`config.mk`:
```
export PLATFORM = sky130hd
export DESIGN_NAME = sdram_init_seq
export DESIGN_NICKNAME = d
export VERILOG_FILES = /design/src/rtl/sdram_init_pkg.sv /design/src/rtl/sdram_init_timer.sv /design/src/rtl/sdram_mode_word.sv /design/src/rtl/sdram_init_seq.sv
export SDC_FILE = /design/constraint.sdc
export NUM_CORES = 1
export LEC_CHECK = 0
export BUFFER_PORTS_ARGS = -buffer_cell sky130_fd_sc_hd__buf_2
export CORE_ASPECT_RATIO = 1.1
export CORE_UTILIZATION = 48
export CTS_CLUSTER_DIAMETER = 200
export DETAILED_ROUTE_END_ITERATION = 6
export PLACE_DENSITY = 0.74
export SLEW_MARGIN = 5
export SYNTH_ARGS = -nofsm -noshare
export SYNTH_HDL_FRONTEND = slang
export SYNTH_SLANG_ARGS = --single-unit
```
`constraint.sdc`:
```
create_clock -name clk_i -period 2.05 [get_ports clk_i]
set_input_delay 0.205 -clock clk_i [delete_from_list [all_inputs] [get_ports clk_i]]
set_output_delay 0.205 -clock clk_i [all_outputs]
set_load 0.02 [all_outputs]
```
`src/rtl/sdram_init_pkg.sv`:
```
package sdram_init_pkg;

  // {cs_n, ras_n, cas_n, we_n}
  typedef enum logic [3:0] {
    CMD_LMR = 4'b0000,
    CMD_REF = 4'b0001,
    CMD_PRE = 4'b0010,
    CMD_NOP = 4'b0111
  } cmd_e;

  typedef enum logic [3:0] {
    ST_PWRUP,
    ST_PRE,
    ST_TRP,
    ST_REF1,
    ST_TRC1,
    ST_REF2,
    ST_TRC2,
    ST_LMR,
    ST_TMRD,
    ST_DONE
  } state_e;

endpackage

```
`src/rtl/sdram_init_timer.sv`:
```
module sdram_init_timer #(
  parameter int unsigned W       = 8,
  parameter logic [W-1:0] RST_VAL = '0
) (
  input  logic         clk_i,
  input  logic         rst_ni,
  input  logic         load_i,
  input  logic [W-1:0] load_val_i,
  output logic         zero_o
);

  logic [W-1:0] cnt_q;

  always_ff @(posedge clk_i or negedge rst_ni) begin
    if (!rst_ni)             cnt_q <= RST_VAL;
    else if (load_i)         cnt_q <= load_val_i;
    else if (cnt_q != '0)    cnt_q <= cnt_q - 1'b1;
  end

  assign zero_o = (cnt_q == '0);

  // count never jumps upward without a load
  AST_TMR_NO_RISE: assert property (@(posedge clk_i) disable iff (!rst_ni)
    !load_i |=> (cnt_q <= $past(cnt_q)));

endmodule

```
`src/rtl/sdram_mode_word.sv`:
```
module sdram_mode_word #(
  parameter int unsigned ADDR_W       = 12,
  parameter int unsigned BURST_LEN    = 4,
  parameter int unsigned BURST_TYPE   = 0,
  parameter int unsigned CAS_LAT      = 3,
  parameter int unsigned WRITE_SINGLE = 0
) (
  output logic [ADDR_W-1:0] word_o
);

  localparam int unsigned BL_CODE = $clog2(BURST_LEN);

  always_comb begin
    word_o      = '0;
    word_o[2:0] = 3'(BL_CODE);
    word_o[3]   = 1'(BURST_TYPE);
    word_o[6:4] = 3'(CAS_LAT);
    word_o[9]   = 1'(WRITE_SINGLE);
  end

endmodule

```
`src/rtl/sdram_init_seq.sv`:
```
module sdram_init_seq
  import sdram_init_pkg::*;
#(
  parameter int unsigned CLK_MHZ      = 100,
  parameter int unsigned PWRUP_US     = 200,
  parameter int unsigned TRP_CYC      = 2,
  parameter int unsigned TRC_CYC      = 7,
  parameter int unsigned TMRD_CYC     = 2,
  parameter int unsigned BURST_LEN    = 4,
  parameter int unsigned BURST_TYPE   = 0,
  parameter int unsigned CAS_LAT      = 3,
  parameter int unsigned WRITE_SINGLE = 0,
  parameter int unsigned ADDR_W       = 12,
  parameter int unsigned BA_W         = 2
) (
  input  logic              clk_i,
  input  logic              rst_ni,
  output logic              cke_o,
  output logic              cs_n_o,
  output logic              ras_n_o,
  output logic              cas_n_o,
  output logic              we_n_o,
  output logic [BA_W-1:0]   ba_o,
  output logic [ADDR_W-1:0] addr_o,
  output logic              done_o
);

  localparam int unsigned PWRUP_CYC = CLK_MHZ * PWRUP_US;
  localparam int unsigned TMR_W     = $clog2(PWRUP_CYC + 1);
  localparam int unsigned ALL_BANK  = 10;
  localparam logic [TMR_W-1:0] LD_PWRUP = TMR_W'(PWRUP_CYC - 1);
  // wait states hold gap-1 cycles; the command cycle is the first one
  localparam logic [TMR_W-1:0] LD_TRP  = TMR_W'((TRP_CYC  > 1) ? TRP_CYC  - 2 : 0);
  localparam logic [TMR_W-1:0] LD_TRC  = TMR_W'((TRC_CYC  > 1) ? TRC_CYC  - 2 : 0);
  localparam logic [TMR_W-1:0] LD_TMRD = TMR_W'((TMRD_CYC > 1) ? TMRD_CYC - 2 : 0);

  state_e             state_q, state_d;
  cmd_e               cmd;
  logic               tmr_load, tmr_zero;
  logic [TMR_W-1:0]   tmr_val;
  logic [ADDR_W-1:0]  mode_word;

  sdram_init_timer #(
    .W       (TMR_W),
    .RST_VAL (LD_PWRUP)
  ) i_timer (
    .clk_i      (clk_i),
    .rst_ni     (rst_ni),
    .load_i     (tmr_load),
    .load_val_i (tmr_val),
    .zero_o     (tmr_zero)
  );

  sdram_mode_word #(
    .ADDR_W       (ADDR_W),
    .BURST_LEN    (BURST_LEN),
    .BURST_TYPE   (BURST_TYPE),
    .CAS_LAT      (CAS_LAT),
    .WRITE_SINGLE (WRITE_SINGLE)
  ) i_mode (
    .word_o (mode_word)
  );

  always_comb begin
    state_d  = state_q;
    tmr_load = 1'b0;
    tmr_val  = '0;
    cmd      = CMD_NOP;
    addr_o   = '0;
    done_o   = 1'b0;
    unique case (state_q)
      ST_PWRUP: if (tmr_zero) state_d = ST_PRE;
      ST_PRE: begin
        cmd              = CMD_PRE;
        addr_o[ALL_BANK] = 1'b1;
        tmr_load         = 1'b1;
        tmr_val          = LD_TRP;
        state_d          = (TRP_CYC > 1) ? ST_TRP : ST_REF1;
      end
      ST_TRP:  if (tmr_zero) state_d = ST_REF1;
      ST_REF1: begin
        cmd      = CMD_REF;
        tmr_load = 1'b1;
        tmr_val  = LD_TRC;
        state_d  = (TRC_CYC > 1) ? ST_TRC1 : ST_REF2;
      end
      ST_TRC1: if (tmr_zero) state_d = ST_REF2;
      ST_REF2: begin
        cmd      = CMD_REF;
        tmr_load = 1'b1;
        tmr_val  = LD_TRC;
        state_d  = (TRC_CYC > 1) ? ST_TRC2 : ST_LMR;
      end
      ST_TRC2: if (tmr_zero) state_d = ST_LMR;
      ST_LMR: begin
        cmd      = CMD_LMR;
        addr_o   = mode_word;
        tmr_load = 1'b1;
        tmr_val  = LD_TMRD;
        state_d  = (TMRD_CYC > 1) ? ST_TMRD : ST_DONE;
      end
      ST_TMRD: if (tmr_zero) state_d = ST_DONE;
      ST_DONE: done_o = 1'b1;
      default: state_d = ST_PWRUP;
    endcase
  end

  always_ff @(posedge clk_i or negedge rst_ni) begin
    if (!rst_ni) state_q <= ST_PWRUP;
    else         state_q <= state_d;
  end

  assign cke_o = 1'b1;
  assign ba_o  = '0;
  assign {cs_n_o, ras_n_o, cas_n_o, we_n_o} = cmd;

  // gap tracker for the timing assertions
  localparam int unsigned GAP_W = TMR_W + 1;
  localparam logic [GAP_W-1:0] GAP_MAX = '1;
  localparam logic [GAP_W-1:0] G_PWRUP = GAP_W'(PWRUP_CYC);
  localparam logic [GAP_W-1:0] G_TRP   = GAP_W'(TRP_CYC);
  localparam logic [GAP_W-1:0] G_TRC   = GAP_W'(TRC_CYC);
  localparam logic [GAP_W-1:0] G_TMRD  = GAP_W'(TMRD_CYC);

  logic [3:0]       pin_cmd;
  logic [3:0]       last_q;
  logic [GAP_W-1:0] gap_q;
  assign pin_cmd = {cs_n_o, ras_n_o, cas_n_o, we_n_o};

  always_ff @(posedge clk_i or negedge rst_ni) begin
    if (!rst_ni) begin
      last_q <= 4'b0111;
      gap_q  <= '0;
    end else if (pin_cmd != 4'b0111) begin
      last_q <= pin_cmd;
      gap_q  <= GAP_W'(1);
    end else if (gap_q != GAP_MAX) begin
      gap_q  <= gap_q + 1'b1;
    end
  end

  AST_ONE_CYCLE_CMD: assert property (@(posedge clk_i) disable iff (!rst_ni)
    (pin_cmd != 4'b0111) |=> (pin_cmd == 4'b0111));
  AST_PRE_AFTER_WAIT: assert property (@(posedge clk_i) disable iff (!rst_ni)
    (pin_cmd == 4'b0010) |-> (last_q == 4'b0111 && gap_q >= G_PWRUP && addr_o[ALL_BANK]));
  AST_REF_GAP: assert property (@(posedge clk_i) disable iff (!rst_ni)
    (pin_cmd == 4'b0001) |-> ((last_q == 4'b0010 && gap_q >= G_TRP) ||
                              (last_q == 4'b0001 && gap_q >= G_TRC)));
  AST_LMR_GAP: assert property (@(posedge clk_i) disable iff (!rst_ni)
    (pin_cmd == 4'b0000) |-> (last_q == 4'b0001 && gap_q >= G_TRC && ba_o == '0));
  AST_DONE_LATE: assert property (@(posedge clk_i) disable iff (!rst_ni)
    $rose(done_o) |-> (last_q == 4'b0000 && gap_q >= G_TMRD));
  AST_DONE_HOLD: assert property (@(posedge clk_i) disable iff (!rst_ni)
    done_o |=> (done_o && pin_cmd == 4'b0111));

endmodule

```
Yosys cells after proc, flatten, opt, wreduce, memory -nomap -nowiden:

Index checks and enable logic that the tools add are counted.
Widths: inputs -> output; s select.

* flip-flop bits (word level): 19
* bits of input ports: 2
* logic and storage cells: 39

* add/sub/neg operators: 1
* equality and inequality tests: 14
* mux-type cells: 14
* bitwise operators: 1
* reductions and logical operators: 7

Operator list (count)
* $pmux 4 s10: 1
* $mux 15: 2
* $mux 4: 5
* $eq 4x3->1 const B: 4
* $logic_not 15->1: 1
* $reduce_bool 15->1: 1
* $sub 15x1->15 const B: 1
* $ne 2x1->1 const B: 5
* $pmux 3 s3: 1
* $eq 4x2->1 const B: 2
* $eq 4x4->1 const B: 2
* $mux 6: 1
* $reduce_and 6->1: 1
* $eq 4x1->1 const B: 1
* $logic_not 4->1: 1
* $reduce_or 4->1: 1
* $mux 1: 3
* $mux 3: 1
* $reduce_bool 2->1: 1
* $reduce_or 2->1: 1
* $not 1->1: 1

Depth between registers and ports, before layout:

* word-level depth: 4
* depth in mapped cells: 7
* gate-level depth less buffers: 6

Hierarchy:

Synthesis repeated with hierarchy kept, for this count alone.

* cell total of the unflattened synthesis: 136
* area, all modules: 1276.2 µm²

Modules (own cells, without submodules)
* sdram_init_timer: times used 1, cells an instance 79, area an instance 840.8 µm²
* sdram_init_seq: times used 1, cells an instance 43, area an instance 337.8 µm²
* sdram_mode_word: times used 1, cells an instance 14, area an instance 97.6 µm²

Worst setup path after synthesis:

Ideal clock, no wire load.

* kind: register -> register
* start point: register i_timer.cnt_q[0]
* end point: register i_timer.cnt_q[3]
* library setup time: 0.073 ns
* arrival time: 1.891 ns
* slack: 0.085 ns
* cell stages (with the launch flop): 8
* buffers on the path: 1
* period minus slack after synthesis: 1.965 ns
* path through: dfstp_2 inv_1 ha_1 nor4b_1 and4_1 clkbuf_1 or3_2 a21oi_1

* cells in the longest elaborated chain, start to end: 3

RTL lines
* start: declaration: line sdram_init_timer.sv:12 `logic [W-1:0] cnt_q;`
* start signal: assignment: line sdram_init_timer.sv:16 `else if (load_i) cnt_q <= load_val_i;`
* start signal: assignment: line sdram_init_timer.sv:17 `else if (cnt_q != '0) cnt_q <= cnt_q - 1'b1;`
* $sub 15x1->15: line sdram_init_timer.sv:17
* $mux 15: line sdram_init_timer.sv:17
* $mux 15: line sdram_init_timer.sv:16

Parallel ways exist; a longest one is shown, timed or not. The select of a mux whose other input is x is not followed.
A chain may end at the register's enable or synchronous reset.

Final worst setup path:

* start point: register i_timer.cnt_q[0]
* end point: register i_timer.cnt_q[4]

The elaborated chain is that of the path after synthesis.

==> results.toml <==
[status]
status = "finished clean"

[layout]
num_antenna_cells = 0
final_common_cell = "conb_1"
drive_gt1_share_pct = 25.0
final_cell_mix = "conb_1 (12), a21oi_1 (11), dfrtp_1 (10)"
fin_nets = 140
nFillCells = 215
area_growth_pct = 6.58

[global_routing]
grt_max_degree = 20
grt_overflow = 0
grt_pass1_wl_um = 3410
grt_pass1_vias = 795
antenna_found_initial = 0
track_usage_pct = 17.3

[worst_setup_path]
cp_max_fo = 11
cp_slowest_cell = "dfstp_2"
path_class = "flip-flop to flip-flop"
critPathArrivalTime_ns = 2.17
crit_required_ns = 2.28
crit_path_start_kind = "flip-flop"
endpoint = "i_timer.cnt_q[4]"
startpoint = "i_timer.cnt_q[0]"
regToRegStartpoint = "i_timer.cnt_q[0]"
path_cells = "inv_1 -> ha_1 -> nor4b_1 -> and4_4 -> or4_2 -> a21oi_1"
critPathMaxStageDelay_ns = 0.54
reg2reg_slack_ns = 0.11
reg2reg_depth = 6
timing.rr.end = "i_timer.cnt_q[4]"
end_kind = "flip-flop"

[yosys]
yosys.area_share.adder_pct = 1.10
netlist_instances = 126
synthArstFlopShare_pct = 100
ys_types = 36
netlist_area_um2 = 1140
synth_ff_type = "dfrtp_1"
ys_seq_elements = 19
ys_seq_area_share_pct = 42.7
synth.avg_cell_area_um2 = 9.06
synth-edff-count = 0
synth_top_family_by_area = "simple AND/OR/NAND/NOR gates"
yosys_warnings = 0
netlist.area_leader.share_pct = 21.9
synth_top_cell_by_area = "dfrtp_1"
synth_xor_area_share_pct = 3.84
yosys.area_share.simple_pct = 22.9
synth.area.top_cells = "dfrtp_1 (22%), dfstp_2 (21%), buf_4 (9.2%)"
synth-compound-area-share_pct = 13.9
synth_mux_area_share_pct = 2.63

[route]
num_vias = 894
drt_iter0_drc = 22
ant_nets = 0
post_drt_wl_per_cell_um = 12.5
routed_wl_um = 2070
viasPerCell = 5.39
drt_pre_antenna_iters = 4
drc = 0

[timing]
hold_viol_final = 0
min_period_over_period_pct = 94.7
setup-tns-final_ns = 0
setup_violations = 0
fmax_mhz = 515
period_needed_ns = 1.94
slew_violations = 0
fin_worst_skew_ns = 0.00301
grt_setup_unrepaired = "no"

[floorplan]
die_w_um = 48.5
die_h_um = 53.1
coreArea_um2 = 2250
fp.dieArea_um2 = 2580
start_util_pct = 50.7
ios = 22
placementRows = 18

[clock_network]
clock_sinks = 19
clock_latency_ns = 0.29
numCtsBuffers = 3
root_buffer = "clkbuf_4"
clock_path_buffers = 2
h-tree-depth = 1
path_clk_slew_ns = 0.11
cts_tree = "done"

[power_and_ir_drop]
ir_worst_vdd_uv = 384
power_leakage_uw = 0.000535
pwr_density_cell_nw_per_um2 = 486
finalPower_uw = 591

[hold_path]
hp-class = "input pin to asynchronous set/reset pin"

[placement]
io_buffers = 9
dp_hpwl_um = 1570
place_congestion = 0.875

[flow_run]
drv_cap = 0
[worst max-delay path, delay by kind of cell, from the launching register on]
kind                     cells  cell delay (ns)
AO/OA/AOI/OAI                1             0.16
flip-flops                   1             0.54
AND/OR/NAND/NOR              3             0.90
buffers and inverters        1             0.06
adder cells (fa/ha/maj)      1             0.21
[power by group]
part	internal, µW	switching, µW
clock network	75.4	112
registers	376	0
logic	1.93	26.5
total	453	138
[state kept, by name (all words and copies together), names as in the netlist]
name           count
state_q            4
i_timer.cnt_q     15
[how the worst min path moves through the flow]
stage,from,endpoint,slack (ns)
after floorplan,rst_ni,i_timer.cnt_q[12],-0.09
after global placement,rst_ni,i_timer.cnt_q[5],0.16
after detailed placement,rst_ni,i_timer.cnt_q[5],0.16
after CTS,rst_ni,i_timer.cnt_q[5],0.39
after global routing,rst_ni,i_timer.cnt_q[5],0.41
final,rst_ni,state_q[1],0.37
[cell type report]
cell class / instances / area (µm²) / area share, %
Timing Repair Buffer: 16 / 100 / 8.23
Multi-Input combinational cell: 94 / 554 / 45.6
Sequential cell: 19 / 487 / 40.0
Clock buffer: 4 / 26.3 / 2.16
Tap cell: 30 / 37.5 / 3.09
Inverter: 3 / 11.3 / 0.926
[metal layers]
layer  vias to the layer above  global-route usage [%]  wire length [µm]
li1                        442                       -                 -
met1                       427                    20.7               940
met2                        23                    30.8              1020
met3                         2                    2.30                82
met4                         0                    9.31                29
met5                         -                       0                 0
[what timing repair did]
item	4_1_cts	5_1_grt
setup buffers	0	0
endpoints found under the setup margin	0	2
endpoints found under the hold margin	10	0
gates resized for setup	0	2
hold buffers	1	0
[Yosys cell counts (3+ instances only)]
master	number
a21oi_1	11
buf_4	14
clkbuf_1	5
dfrtp_1	10
dfstp_2	9
inv_1	3
mux2i_1	3
nand2_1	9
nor2_1	8
nor3_1	6
nor4_1	3
o21ai_0	6
o31ai_1	3
or3_1	4
or3_2	3
xnor2_1	3
[cell families after synthesis]
logic type / after synthesis
and+or+nand+nor: 47
AOI/OAI and AO/OA: 26
buffers and inverters: 23
DFF: 19
xor gates and xnor gates: 5
muxes: 3
other: 2
adders and majority gates: 1
[metrics by stage]
step	setup WS (ns)	hold WS (ns)	instances	util [%]	cell area [µm²]
6_report	0.109	0.374	166	54.0	1220
3_3_place_gp	0.107	0.160	161	52.3	1180
5_1_grt	0.0228	0.411	166	54.0	1220
3_5_place_dp	0.0473	0.164	161	52.3	1180
4_1_cts	0.0186	0.393	166	53.9	1210
2_1_floorplan	0.0854	-0.0906	136	-	1180
No activity file was read; power rests on OpenSTA's default activity.
